[src/rtl/lcf_pkg.sv]
package lcf_pkg;
  localparam int REG_KP  = 0;
  localparam int REG_KI  = 1;
  localparam int REG_KD  = 2;
  localparam int REG_LSH = 3;
  localparam int REG_DEC = 4;
  localparam int REG_OSH = 5;

  typedef enum logic {STG_LPF = 1'b0, STG_SINC = 1'b1} stage_e;
endpackage

[src/rtl/lcf_pid.sv]
module lcf_pid #(
  parameter int ERR_W  = 6,
  parameter int COEF_W = 8,
  parameter int ACC_W  = 22
) (
  input  logic                     clk_i,
  input  logic                     rst_ni,
  input  logic                     en_i,
  input  logic signed [ERR_W-1:0]  e_i,
  input  logic signed [COEF_W-1:0] kp_i,
  input  logic signed [COEF_W-1:0] ki_i,
  input  logic signed [COEF_W-1:0] kd_i,
  output logic signed [ACC_W-1:0]  pid_o,
  output logic signed [ACC_W-1:0]  acc_o
);
  localparam int PROD_W = ERR_W + 1 + COEF_W;
  localparam int SUM_W  = ACC_W + 2;
  localparam logic signed [SUM_W-1:0] HI = {{(SUM_W-ACC_W+1){1'b0}}, {(ACC_W-1){1'b1}}};
  localparam logic signed [SUM_W-1:0] LO = {{(SUM_W-ACC_W+1){1'b1}}, {(ACC_W-1){1'b0}}};

  function automatic logic signed [ACC_W-1:0] sat(input logic signed [SUM_W-1:0] v);
    if (v > HI)      return HI[ACC_W-1:0];
    else if (v < LO) return LO[ACC_W-1:0];
    else             return v[ACC_W-1:0];
  endfunction

  logic signed [ACC_W-1:0]  acc_q, acc_nxt;
  logic signed [ERR_W-1:0]  e_prev_q;
  logic signed [ERR_W:0]    diff;
  logic signed [PROD_W-1:0] p_term, i_term, d_term;

  always_comb begin
    diff    = ERR_W'(e_i) - ERR_W'(e_prev_q);
    diff    = (ERR_W+1)'(e_i) - (ERR_W+1)'(e_prev_q);
    p_term  = PROD_W'(e_i) * PROD_W'(kp_i);
    i_term  = PROD_W'(e_i) * PROD_W'(ki_i);
    d_term  = PROD_W'(diff) * PROD_W'(kd_i);
    acc_nxt = sat(SUM_W'(acc_q) + SUM_W'(i_term));
    pid_o   = sat(SUM_W'(acc_nxt) + SUM_W'(p_term) + SUM_W'(d_term));
  end

  always_ff @(posedge clk_i or negedge rst_ni) begin
    if (!rst_ni) begin
      acc_q    <= '0;
      e_prev_q <= '0;
    end else if (en_i) begin
      acc_q    <= acc_nxt;
      e_prev_q <= e_i;
    end
  end

  assign acc_o = acc_q;
endmodule

[src/rtl/lcf_lpf.sv]
module lcf_lpf #(
  parameter int ACC_W = 22,
  parameter int SH_W  = 3
) (
  input  logic                    clk_i,
  input  logic                    rst_ni,
  input  logic                    en_i,
  input  logic signed [ACC_W-1:0] x_i,
  input  logic [SH_W-1:0]         sh_i,
  output logic signed [ACC_W-1:0] y_o
);
  logic signed [ACC_W-1:0] s1_q, s2_q, s1_n, s2_n;
  logic signed [ACC_W:0]   d1, d2, t1, t2;

  always_comb begin
    d1   = (ACC_W+1)'(x_i) - (ACC_W+1)'(s1_q);
    t1   = (ACC_W+1)'(s1_q) + (d1 >>> sh_i);
    s1_n = t1[ACC_W-1:0];
    d2   = (ACC_W+1)'(s1_n) - (ACC_W+1)'(s2_q);
    t2   = (ACC_W+1)'(s2_q) + (d2 >>> sh_i);
    s2_n = t2[ACC_W-1:0];
  end

  always_ff @(posedge clk_i or negedge rst_ni) begin
    if (!rst_ni) begin
      s1_q <= '0;
      s2_q <= '0;
    end else if (en_i) begin
      s1_q <= s1_n;
      s2_q <= s2_n;
    end
  end

  assign y_o = s2_n;
endmodule

[src/rtl/lcf_sinc.sv]
module lcf_sinc #(
  parameter int ACC_W  = 22,
  parameter int L2_W   = 3,
  parameter int MAX_L2 = 4
) (
  input  logic                    clk_i,
  input  logic                    rst_ni,
  input  logic                    en_i,
  input  logic signed [ACC_W-1:0] x_i,
  input  logic [L2_W-1:0]         l2_i,
  output logic signed [ACC_W-1:0] y_o,
  output logic                    fire_o
);
  localparam int SW = ACC_W + MAX_L2;

  logic signed [SW-1:0] sum_q, sum_n;
  logic [MAX_L2-1:0]    cnt_q, lim;
  logic [L2_W-1:0]      eff_l2;

  always_comb begin
    eff_l2 = (l2_i > L2_W'(MAX_L2)) ? L2_W'(MAX_L2) : l2_i;
    lim    = MAX_L2'((1 << eff_l2) - 1);
    fire_o = (cnt_q >= lim);
    sum_n  = sum_q + SW'(x_i);
    y_o    = ACC_W'(sum_n >>> eff_l2);
  end

  always_ff @(posedge clk_i or negedge rst_ni) begin
    if (!rst_ni) begin
      sum_q <= '0;
      cnt_q <= '0;
    end else if (en_i) begin
      if (fire_o) begin
        sum_q <= '0;
        cnt_q <= '0;
      end else begin
        sum_q <= sum_n;
        cnt_q <= cnt_q + MAX_L2'(1);
      end
    end
  end
endmodule

[src/rtl/lcf_out.sv]
module lcf_out #(
  parameter int ACC_W  = 22,
  parameter int DUTY_W = 9,
  parameter int DITH_W = 6,
  parameter int SH_W   = 4
) (
  input  logic                    clk_i,
  input  logic                    rst_ni,
  input  logic                    emit_i,
  input  logic signed [ACC_W-1:0] x_i,
  input  logic [SH_W-1:0]         sh_i,
  input  logic                    dith_en_i,
  output logic [DUTY_W-1:0]       duty_o,
  output logic                    valid_o
);
  localparam int VW = ACC_W + 2;
  localparam int LW = 8;
  localparam logic signed [VW-1:0] DMAX = VW'((1 << DUTY_W) - 1);

  logic [LW-1:0]         lfsr_q;
  logic                  fb;
  logic [SH_W-1:0]       eff_sh;
  logic signed [VW-1:0]  add_v, q;
  logic [DUTY_W-1:0]     duty_n;

  always_comb begin
    fb     = lfsr_q[7] ^ lfsr_q[5] ^ lfsr_q[4] ^ lfsr_q[3];
    eff_sh = (sh_i < SH_W'(DITH_W)) ? SH_W'(DITH_W) : sh_i;
    add_v  = dith_en_i ? (VW'(lfsr_q[DITH_W-1:0]) << (eff_sh - SH_W'(DITH_W))) : '0;
    q      = (VW'(x_i) + add_v) >>> eff_sh;
    if (q[VW-1])       duty_n = '0;
    else if (q > DMAX) duty_n = DMAX[DUTY_W-1:0];
    else               duty_n = q[DUTY_W-1:0];
  end

  always_ff @(posedge clk_i or negedge rst_ni) begin
    if (!rst_ni) begin
      lfsr_q  <= LW'(1);
      duty_o  <= '0;
      valid_o <= 1'b0;
    end else begin
      valid_o <= emit_i;
      if (emit_i) begin
        duty_o <= duty_n;
        if (dith_en_i) lfsr_q <= {lfsr_q[LW-2:0], fb};
      end
    end
  end
endmodule

[src/rtl/loop_comp_filter.sv]
module loop_comp_filter
  import lcf_pkg::*;
#(
  parameter int ERR_W   = 6,
  parameter int COEF_W  = 8,
  parameter int ACC_W   = 22,
  parameter int DUTY_W  = 9,
  parameter int DITH_W  = 6,
  parameter int ADDR_W  = 3,
  parameter int LSH_W   = 3,
  parameter int DEC_W   = 3,
  parameter int OSH_W   = 4,
  parameter int MAX_L2  = 4
) (
  input  logic              clk_i,
  input  logic              rst_ni,
  input  logic              err_valid_i,
  input  logic [ERR_W-1:0]  err_i,
  input  logic              coef_we_i,
  input  logic [ADDR_W-1:0] coef_addr_i,
  input  logic [COEF_W-1:0] coef_data_i,
  input  logic              sinc_sel_i,
  input  logic              dither_en_i,
  output logic              duty_valid_o,
  output logic [DUTY_W-1:0] duty_o
);
  logic signed [COEF_W-1:0] kp_s, ki_s, kd_s, kp_a, ki_a, kd_a;
  logic [LSH_W-1:0]         lsh_s, lsh_a;
  logic [DEC_W-1:0]         dec_s, dec_a;
  logic [OSH_W-1:0]         osh_s, osh_a;
  logic                     smp_q, dith_q;
  stage_e                   sel_q;
  logic signed [ERR_W-1:0]  e_q;
  logic signed [ACC_W-1:0]  pid_v, pid_acc, lpf_v, sinc_v, stage_v;
  logic                     sinc_fire, emit;

  // shadow set, written by software
  always_ff @(posedge clk_i or negedge rst_ni) begin
    if (!rst_ni) begin
      kp_s <= '0; ki_s <= '0; kd_s <= '0;
      lsh_s <= '0; dec_s <= '0; osh_s <= '0;
    end else if (coef_we_i) begin
      case (int'(coef_addr_i))
        REG_KP:  kp_s  <= coef_data_i;
        REG_KI:  ki_s  <= coef_data_i;
        REG_KD:  kd_s  <= coef_data_i;
        REG_LSH: lsh_s <= coef_data_i[LSH_W-1:0];
        REG_DEC: dec_s <= coef_data_i[DEC_W-1:0];
        REG_OSH: osh_s <= coef_data_i[OSH_W-1:0];
        default: ;
      endcase
    end
  end

  // working set and sample, copied only at a sample boundary
  always_ff @(posedge clk_i or negedge rst_ni) begin
    if (!rst_ni) begin
      smp_q <= 1'b0; e_q <= '0; sel_q <= STG_LPF; dith_q <= 1'b0;
      kp_a <= '0; ki_a <= '0; kd_a <= '0;
      lsh_a <= '0; dec_a <= '0; osh_a <= '0;
    end else begin
      smp_q <= err_valid_i;
      if (err_valid_i) begin
        e_q    <= err_i;
        sel_q  <= stage_e'(sinc_sel_i);
        dith_q <= dither_en_i;
        kp_a   <= kp_s; ki_a <= ki_s; kd_a <= kd_s;
        lsh_a  <= lsh_s; dec_a <= dec_s; osh_a <= osh_s;
      end
    end
  end

  lcf_pid #(.ERR_W(ERR_W), .COEF_W(COEF_W), .ACC_W(ACC_W)) u_pid (
    .clk_i, .rst_ni, .en_i(smp_q), .e_i(e_q),
    .kp_i(kp_a), .ki_i(ki_a), .kd_i(kd_a), .pid_o(pid_v), .acc_o(pid_acc)
  );

  lcf_lpf #(.ACC_W(ACC_W), .SH_W(LSH_W)) u_lpf (
    .clk_i, .rst_ni, .en_i(smp_q), .x_i(pid_v), .sh_i(lsh_a), .y_o(lpf_v)
  );

  lcf_sinc #(.ACC_W(ACC_W), .L2_W(DEC_W), .MAX_L2(MAX_L2)) u_sinc (
    .clk_i, .rst_ni, .en_i(smp_q), .x_i(pid_v), .l2_i(dec_a),
    .y_o(sinc_v), .fire_o(sinc_fire)
  );

  always_comb begin
    stage_v = (sel_q == STG_SINC) ? sinc_v : lpf_v;
    emit    = smp_q && ((sel_q == STG_LPF) || sinc_fire);
  end

  lcf_out #(.ACC_W(ACC_W), .DUTY_W(DUTY_W), .DITH_W(DITH_W), .SH_W(OSH_W)) u_out (
    .clk_i, .rst_ni, .emit_i(emit), .x_i(stage_v), .sh_i(osh_a),
    .dith_en_i(dith_q), .duty_o(duty_o), .valid_o(duty_valid_o)
  );
endmodule

[config.mk]
export PLATFORM = sky130hd
export DESIGN_NAME = loop_comp_filter
export DESIGN_NICKNAME = d
export VERILOG_FILES = /design/src/rtl/lcf_pkg.sv /design/src/rtl/lcf_pid.sv /design/src/rtl/lcf_lpf.sv /design/src/rtl/lcf_sinc.sv /design/src/rtl/lcf_out.sv /design/src/rtl/loop_comp_filter.sv
export SDC_FILE = /design/constraint.sdc
export NUM_CORES = 1
export LEC_CHECK = 0
export BUFFER_PORTS_ARGS = -buffer_cell sky130_fd_sc_hd__buf_2
export CORE_ASPECT_RATIO = 1.75
export CORE_UTILIZATION = 60
export CTS_CLUSTER_DIAMETER = 100
export DETAILED_ROUTE_END_ITERATION = 8
export PLACE_DENSITY_LB_ADDON = 0.25
export SETUP_SLACK_MARGIN = 0.02
export SKIP_CTS_REPAIR_TIMING = 1
export SYNTH_ARGS = -nofsm -noshare
export SYNTH_HDL_FRONTEND = slang
export SYNTH_SLANG_ARGS = --single-unit
[constraint.sdc]
create_clock -name clk_i -period 21.1 [get_ports clk_i]
set_input_delay 0 -clock clk_i [delete_from_list [all_inputs] [get_ports clk_i]]
set_output_delay 0 -clock clk_i [all_outputs]
set_load 0.01 [all_outputs]
* Yosys cells after proc, flatten, opt, wreduce, memory -nomap -nowiden
Index checks and enable logic that the tools add are counted.
Storage, ports and cells: bits in registers 197, input bits 23, output and inout bits 10
Operators by class: add/subtract/negate cells 13, $mul 3, magnitude comparators 8, equal/unequal tests 5, shift operators 6, muxes and demuxes 12, bitwise gates (word level) 4, reductions and logical operators 10
Operator list (number):
- 22-bit 2-to-1 mux | 5
- 24-bit by 22-bit > comparator with 1-bit output, second input constant | 2
- 24-bit by 22-bit less-than comparator with 1-bit output, second input constant | 2
- 22-bit by 14-bit adder with 23-bit output | 2
- 23-bit by 3-bit >>> shifter with 22-bit output | 2
- 22-bit by 22-bit subtractor with 23-bit output | 2
- 22-bit adder | 2
- 6-bit by 8-bit multiplier with 14-bit output | 2
- 26-bit by 22-bit adder with 26-bit output | 1
- 26-bit 2-to-1 mux | 1
- 26-bit by 3-bit >>> shifter with 22-bit output | 1
- 22-bit by 24-bit adder with 24-bit output | 1
- 23-bit by 15-bit adder with 24-bit output | 1
- 24-bit by 10-bit > comparator with 1-bit output, second input constant | 1
- 24-bit 2-to-1 mux | 1
- 6-bit by 4-bit << shifter with 24-bit output | 1
- 24-bit by 4-bit >>> shifter with 24-bit output | 1
- 9-bit 2-to-1 mux | 2
- 7-bit by 8-bit multiplier with 15-bit output | 1
- 2-bit AND reduction | 7
- 4-bit 2-to-1 mux | 2
- 6-bit by 6-bit subtractor with 7-bit output | 1
- 3-bit by 2-bit equality test with 1-bit output, second input constant | 2
- 3-bit equality test, second input constant | 2
- 14 further kinds | 16

* Longest topological paths before layout
depth after elaboration 22, mapped depth 113, gate-level depth less buffers 108

* Modules after synthesis
Synthesis repeated with hierarchy kept, for this count alone.
Second synthesis, totals: cell total of the unflattened synthesis 3307, area, all modules 28438.5 µm²
Modules (own cells, without submodules):
- lcf_pid | instances 1, cells each 1313, area each 11423.5 µm², seq. area each 700.7 µm²
- lcf_lpf | instances 1, cells each 927, area each 7160.6 µm², seq. area each 1101.1 µm²
- lcf_sinc | instances 1, cells each 437, area each 3474.6 µm², seq. area each 750.7 µm²
- lcf_out | instances 1, cells each 437, area each 3214.3 µm², seq. area each 451.7 µm²
- loop_comp_filter | instances 1, cells each 193, area each 3165.5 µm², seq. area each 1926.8 µm²

* Least setup slack after synthesis
No wires, ideal clock.
path type register to register, from register e_q[1], to register u_out.duty_o[6], data arrival time 21.959 ns, required time 20.977 ns, setup slack -0.982 ns, cell stages (with the launch flop) 106, path buffers 3, period minus slack after synthesis 22.082 ns, cells stage by stage dfrtp_1 > clkbuf_1 > nand2_1 > fa_1 > fa_1 > inv_1 > fa_1 > inv_1 > fa_1 > inv_1 > ha_1 > o21ai_0 > a21boi_0 > o21a_1 > o21ai_0 > a21oi_1 > nor2_1 > a21oi_1 > [70 not listed] > o31ai_1 > o21ai_0 > xor2_1 > nand2_1 > o21ai_0 > ha_1 > a21oi_1 > nor2b_1 > nor2_1 > o21ai_0 > a31o_2 > a31oi_1 > a211oi_1 > a221o_1 > or4_1 > o2111ai_1 > or3b_1 > o221a_1
Between the ends: word-level cells in the longest chain between the ends 22
Ends and longest elaborated chain:
- from (decl) | RTL line loop_comp_filter.sv:33 | logic signed [ERR_W-1:0] e_q;
- from (signal assigned) | RTL line loop_comp_filter.sv:64 | e_q <= err_i;
- 6-bit by 8-bit multiplier with 14-bit output (*) | RTL line lcf_pid.sv:36 | i_term = PROD_W'(e_i) * PROD_W'(ki_i);
- 22-bit by 14-bit adder with 23-bit output (*) | RTL line lcf_pid.sv:38 | acc_nxt = sat(SUM_W'(acc_q) + SUM_W'(i_term));
- 24-bit by 22-bit less-than comparator with 1-bit output | RTL line lcf_pid.sv:23 | else if (v < LO) return LO[ACC_W-1:0];
- 22-bit 2-to-1 mux | RTL line lcf_pid.sv:23
- 22-bit 2-to-1 mux (*) | RTL line lcf_pid.sv:22 | if (v > HI) return HI[ACC_W-1:0];
- net u_pid.acc_nxt[21] | RTL line lcf_pid.sv:27 | logic signed [ACC_W-1:0] acc_q, acc_nxt;
- 22-bit by 14-bit adder with 23-bit output (*) | RTL line lcf_pid.sv:39 | pid_o = sat(SUM_W'(acc_nxt) + SUM_W'(p_term) + SUM_W'(d_term));
- 23-bit by 15-bit adder with 24-bit output (*) | RTL line lcf_pid.sv:39
- [6 not listed]
- net u_lpf.t1[12] | RTL line lcf_lpf.sv:13 | logic signed [ACC_W:0] d1, d2, t1, t2;
- [1 not listed]
- 23-bit by 3-bit >>> shifter with 22-bit output (*) | RTL line lcf_lpf.sv:20 | t2 = (ACC_W+1)'(s2_q) + (d2 >>> sh_i);
- 22-bit adder (*) | RTL line lcf_lpf.sv:20
- 22-bit 2-to-1 mux (*) | RTL line loop_comp_filter.sv:88 | stage_v = (sel_q == STG_SINC) ? sinc_v : lpf_v;
- 22-bit by 24-bit adder with 24-bit output (*) | RTL line lcf_out.sv:30 | q = (VW'(x_i) + add_v) >>> eff_sh;
- 24-bit by 4-bit >>> shifter with 24-bit output (*) | RTL line lcf_out.sv:30
- 24-bit by 10-bit > comparator with 1-bit output | RTL line lcf_out.sv:32 | else if (q > DMAX) duty_n = DMAX[DUTY_W-1:0];
- 9-bit 2-to-1 mux | RTL line lcf_out.sv:32
- 9-bit 2-to-1 mux (*) | RTL line lcf_out.sv:31 | if (q[VW-1]) duty_n = '0;
- to (signal assigned) | RTL line lcf_out.sv:44 | duty_o <= duty_n;
- to (decl) | RTL line lcf_out.sv:13 | output logic [DUTY_W-1:0] duty_o,
Mark *: on every way through the listed nets, which the timed path passes. The rest lies on a longest branch. A chain may end at the register's enable or synchronous reset.

* Worst setup path in the final report
from register ki_a[6], to register u_out.duty_o[6]
Between the ends: word-level cells in the longest chain between the ends 22
Ends and longest elaborated chain:
- from (decl) | RTL line loop_comp_filter.sv:27 | logic signed [COEF_W-1:0] kp_s, ki_s, kd_s, kp_a, ki_a, kd_a;
- from (signal assigned) | RTL line loop_comp_filter.sv:67 | kp_a <= kp_s; ki_a <= ki_s; kd_a <= kd_s;
- 6-bit by 8-bit multiplier with 14-bit output (*) | RTL line lcf_pid.sv:36
- 22-bit by 14-bit adder with 23-bit output (*) | RTL line lcf_pid.sv:38
- 24-bit by 22-bit less-than comparator with 1-bit output | RTL line lcf_pid.sv:23
- 22-bit 2-to-1 mux | RTL line lcf_pid.sv:23
- 22-bit 2-to-1 mux (*) | RTL line lcf_pid.sv:22
- 22-bit by 14-bit adder with 23-bit output (*) | RTL line lcf_pid.sv:39
- 23-bit by 15-bit adder with 24-bit output (*) | RTL line lcf_pid.sv:39
- 24-bit by 22-bit less-than comparator with 1-bit output | RTL line lcf_pid.sv:23
- [5 not listed]
- net u_lpf.t1[12] | RTL line lcf_lpf.sv:13
- [1 not listed]
- 23-bit by 3-bit >>> shifter with 22-bit output (*) | RTL line lcf_lpf.sv:20
- 22-bit adder (*) | RTL line lcf_lpf.sv:20
- 22-bit 2-to-1 mux (*) | RTL line loop_comp_filter.sv:88
- 22-bit by 24-bit adder with 24-bit output (*) | RTL line lcf_out.sv:30
- 24-bit by 4-bit >>> shifter with 24-bit output (*) | RTL line lcf_out.sv:30
- 24-bit by 10-bit > comparator with 1-bit output | RTL line lcf_out.sv:32
- 9-bit 2-to-1 mux | RTL line lcf_out.sv:32
- 9-bit 2-to-1 mux (*) | RTL line lcf_out.sv:31
Marks and branches as above.

==> results.txt <==
Across the run, the number of max-cap violations was 0. For this run, the post-layout net count is 4227. The layout cell share with drive strength beyond 1 is 0.280.

The main flop type after synthesis was sky130_fd_sc_hd__dfrtp_1. For this block, the initial DRC count from the detailed router was 1972. In this run, synthesis inferred 0 flip-flops with an integrated enable.

The depth of the worst register-to-register path was 105. The library cell used most frequently in the layout, excluding fill and tap cells, is sky130_fd_sc_hd__buf_4. The critical path ends at u_out.duty_o[6]. The tools report the worst slew margin relative to its limit as 0.193. The height of the die is 283 um, and the maximum net fanout on the critical path is 8.

The category of the most critical setup path was reg -> reg. The number of pins exceeding their max-slew limit in the final report was 0. The async set-or-reset flop fraction in the synthesized netlist is 1.00.

The worst setup path is captured at a flop. The logs give 3674 for the post-synth net total and 141000 um for the global-route wire length before repair. The run gives 0.0131 ns as the worst setup skew after layout. The detailed router placed 26400 vias in this run.

Entering global routing, the biggest net connects 77 pins. For the number of global-route vias before repair, the log shows 27300. The flow ran to the end, but the final reports show violations.

The number of buffers and inverters on the critical path was 16; the CTS buffer count was 17. The share of the cycle needed by the critical path after routing was 1.07. The die covers 0.0461 sq mm. Setup repair after global routing could not meet its margin everywhere.

The tools report the met2 track demand over resource in global routing as 0.720. For the sum of routed wire length over all layers, the log shows 97000 um. The worst setup path is launched from a flop. In the layout the commonest cells are sky130_fd_sc_hd__buf_4 (573), sky130_fd_sc_hd__inv_1 (485), sky130_fd_sc_hd__nand2_1 (266). The cell family contributing the most delay on the critical path is compound AO/OA/AOI/OAI gates. The minimum hold slack is -0.0162 ns, and the number of buffers added on ports is 32.

The mapped netlist covers 0.0271 sq mm. By area the synthesized netlist is led by sky130_fd_sc_hd__dfrtp_1 (18%), sky130_fd_sc_hd__fa_1 (17%), sky130_fd_sc_hd__ha_1 (12%). The clock slew at the register clock pins of the worst setup and hold paths was 0.09 ns. The endpoint identified for the worst register-to-register timing path is u_out.duty_o[6]. The checks that failed: hold timing, setup timing. For the worst setup path, the data required time is 21.50 ns.

For the I/O pin count, the log shows 33. The tightest min-delay check is of the in -> reg type. The run gives 0.610 as the initial core utilization.

The first detailed-routing pass took 5 iterations. The tools report the number of clock sinks seen by CTS as 197. Biggest area consumer among synthesized cells: sky130_fd_sc_hd__dfrtp_1. The pin slew with the least headroom to its limit is 1.20 ns.

The count of state elements after synthesis came out at 197. In this design, the stage delay of the slowest critical-path cell is 0.54 ns. The area growth from synthesis to final layout was 26.5%. Data arrives at the worst endpoint at 23.04 ns. The logs give 3160 for the number of cells produced by synthesis and 0.354 for the global-route met1 utilization. Across all register-to-register paths, the minimum setup slack is -1.54 ns. The logs give 0.182 for the sequential-to-total area share from yosys stat and 72300 um for the placed wire-length estimate.

After detailed routing, the number of vias per cell comes to 6.13. The root buffer cell chosen for the clock tree is sky130_fd_sc_hd__clkbuf_16. Measured along the x axis, the die boundary spans 163 um. The maximum level of the CTS H-tree was 4; the met3 track demand over resource in global routing was 0.0649. Setup violations remaining at the end of the flow were counted as 9.

The clock network latency to the later pin of the worst-skew pair came out at 0.50 ns. The clock passes through at most 2 buffers. The floorplan has 102 rows.

The slowest cell on the critical path is sky130_fd_sc_hd__fa_1. The number of hold-slack violations in the final timing report came out at 3. The total global-route track usage was 0.401. Based on the critical path, the design can be clocked at up to 44.2 MHz.

Tracing the worst setup path back leads to its startpoint at ki_a[6]. The initial antenna violation count is 3. In this run the number of cells on the critical path is 105. The proportion of netlist area held by the largest area contributor came out at 0.181.

Routability-driven placement finished with a final weighted congestion of 1.00. Counting the fill cells in the layout gives 2998. The run gives 83 as the distinct cell type count after synthesis. The time the worst path needs with I/O delays and setup came out at 22.64 ns. The number of routed nets with antenna violations was 0. After routing, the total negative slack on setup checks comes to -13.60 ns. TritonCTS built the clock tree. For the final critical-path setup slack, the log shows -1.54 ns. In the routed design, unresolved DRC markers number 0. The startpoint identified for the worst register-to-register timing path is ki_a[6].

A synthesized cell averages 8.58 sq um. After detailed routing, the average wire length per cell comes to 22.6 um. The layer flagged by global routing as most heavily used is met2.

The core region is 0.0444 sq mm. The run gives 0 as the global route total overflow. The number of warnings issued by yosys was 0.
==> cells by family after synthesis <==
logic type / count (synthesis) / share of synthesized area
and+or+nand+nor: 765 / 0.134
AOI/OAI and AO/OA: 708 / 0.164
buffers and inverters: 601 / 0.0836
adders and majority gates: 491 / 0.290
muxes: 229 / 0.0903
DFF: 197 / 0.182
xor gates and xnor gates: 169 / 0.0554
==> metal layers <==
| metal | vias up | wire length [um] |
|---|---|---|
| met1 | 12800 | 29800 |
| met2 | 1152 | 48900 |
| met3 | 632 | 5690 |
| li1 | 11700 | - |
| met4 | 2 | 12700 |
| met5 | - | 12 |
==> how the worst min path moves through the flow <==
stage,start,to,slack (ns),depth (start not counted)
6_report,coef_addr_i[2],dec_s[2],-0.02,4
5_1_grt,coef_data_i[3],kd_s[3],-0.03,2
4_1_cts,rst_ni,u_lpf.s1_q[6],-0.42,1
3_5_place_dp,rst_ni,u_lpf.s1_q[6],0.08,1
3_3_place_gp,rst_ni,u_lpf.s1_q[6],0.07,1
2_1_floorplan,rst_ni,dec_a[0],-0.30,0
==> cell usage after synthesis, types with 24 or more instances <==
cell type / n
sky130_fd_sc_hd__a21oi_1: 210
sky130_fd_sc_hd__xnor2_1: 112
sky130_fd_sc_hd__clkbuf_1: 80
sky130_fd_sc_hd__ha_1: 261
sky130_fd_sc_hd__a21o_1: 67
sky130_fd_sc_hd__inv_1: 495
sky130_fd_sc_hd__mux2_2: 125
sky130_fd_sc_hd__nor3_1: 41
sky130_fd_sc_hd__nand3_1: 53
sky130_fd_sc_hd__nand2b_1: 38
sky130_fd_sc_hd__and3_1: 24
sky130_fd_sc_hd__nor2_1: 172
sky130_fd_sc_hd__o21ai_0: 201
sky130_fd_sc_hd__xor2_1: 55
sky130_fd_sc_hd__and2_1: 70
sky130_fd_sc_hd__nor2b_1: 33
sky130_fd_sc_hd__mux2i_1: 104
sky130_fd_sc_hd__fa_1: 230
sky130_fd_sc_hd__nand2_1: 271
sky130_fd_sc_hd__dfrtp_1: 196
==> worst min-delay path: stages <==
cell,delay (ns)
sky130_fd_sc_hd__buf_2,0.12
sky130_fd_sc_hd__nand2_1,0.05
sky130_fd_sc_hd__nor3_1,0.07
sky130_fd_sc_hd__mux2_2,0.22
==> layout make-up <==
cell class | instances | area [sq um] | share of cell area
antenna | 1 | 2.50 | 0.0000730
clock buffer | 18 | 429 | 0.0125
clock inverter | 14 | 165 | 0.00482
inverter | 500 | 1880 | 0.0549
multi-input combinational | 2362 | 21400 | 0.623
sequential | 197 | 4940 | 0.144
tap | 572 | 716 | 0.0209
timing repair buffer | 635 | 4780 | 0.139
==> per-stage QoR <==
| stage | setup slack (ns) | utilization | instance area, sq um | cells |
|---|---|---|---|---|
| 6_report | -1.54 | 0.772 | 34300 | 4299 |
| 3_5_place_dp | -1.93 | 0.713 | 31600 | 4190 |
| 4_1_cts | -2.13 | 0.726 | 32200 | 4222 |
| 5_1_grt | -2.49 | 0.772 | 34300 | 4298 |
| 2_1_floorplan | 0.0399 | - | 27200 | 3160 |
| 3_3_place_gp | -1.57 | 0.713 | 31600 | 4190 |
==> flip-flops by register name, indices dropped and copies added (netlist names), 6 cells and up <==
| name | cells |
|---|---|
| e_q | 6 |
| kd_a | 8 |
| kd_s | 8 |
| ki_a | 8 |
| ki_s | 8 |
| kp_a | 8 |
| kp_s | 8 |
| u_lpf.s1_q | 22 |
| u_lpf.s2_q | 22 |
| u_out.duty_o | 9 |
| u_out.lfsr_q | 8 |
| u_pid.acc_o | 22 |
| u_pid.e_prev_q | 6 |
| u_sinc.sum_q | 26 |
Power is not shown: default switching activity piles up to over one toggle a cycle in this logic, so the estimate is an artifact.
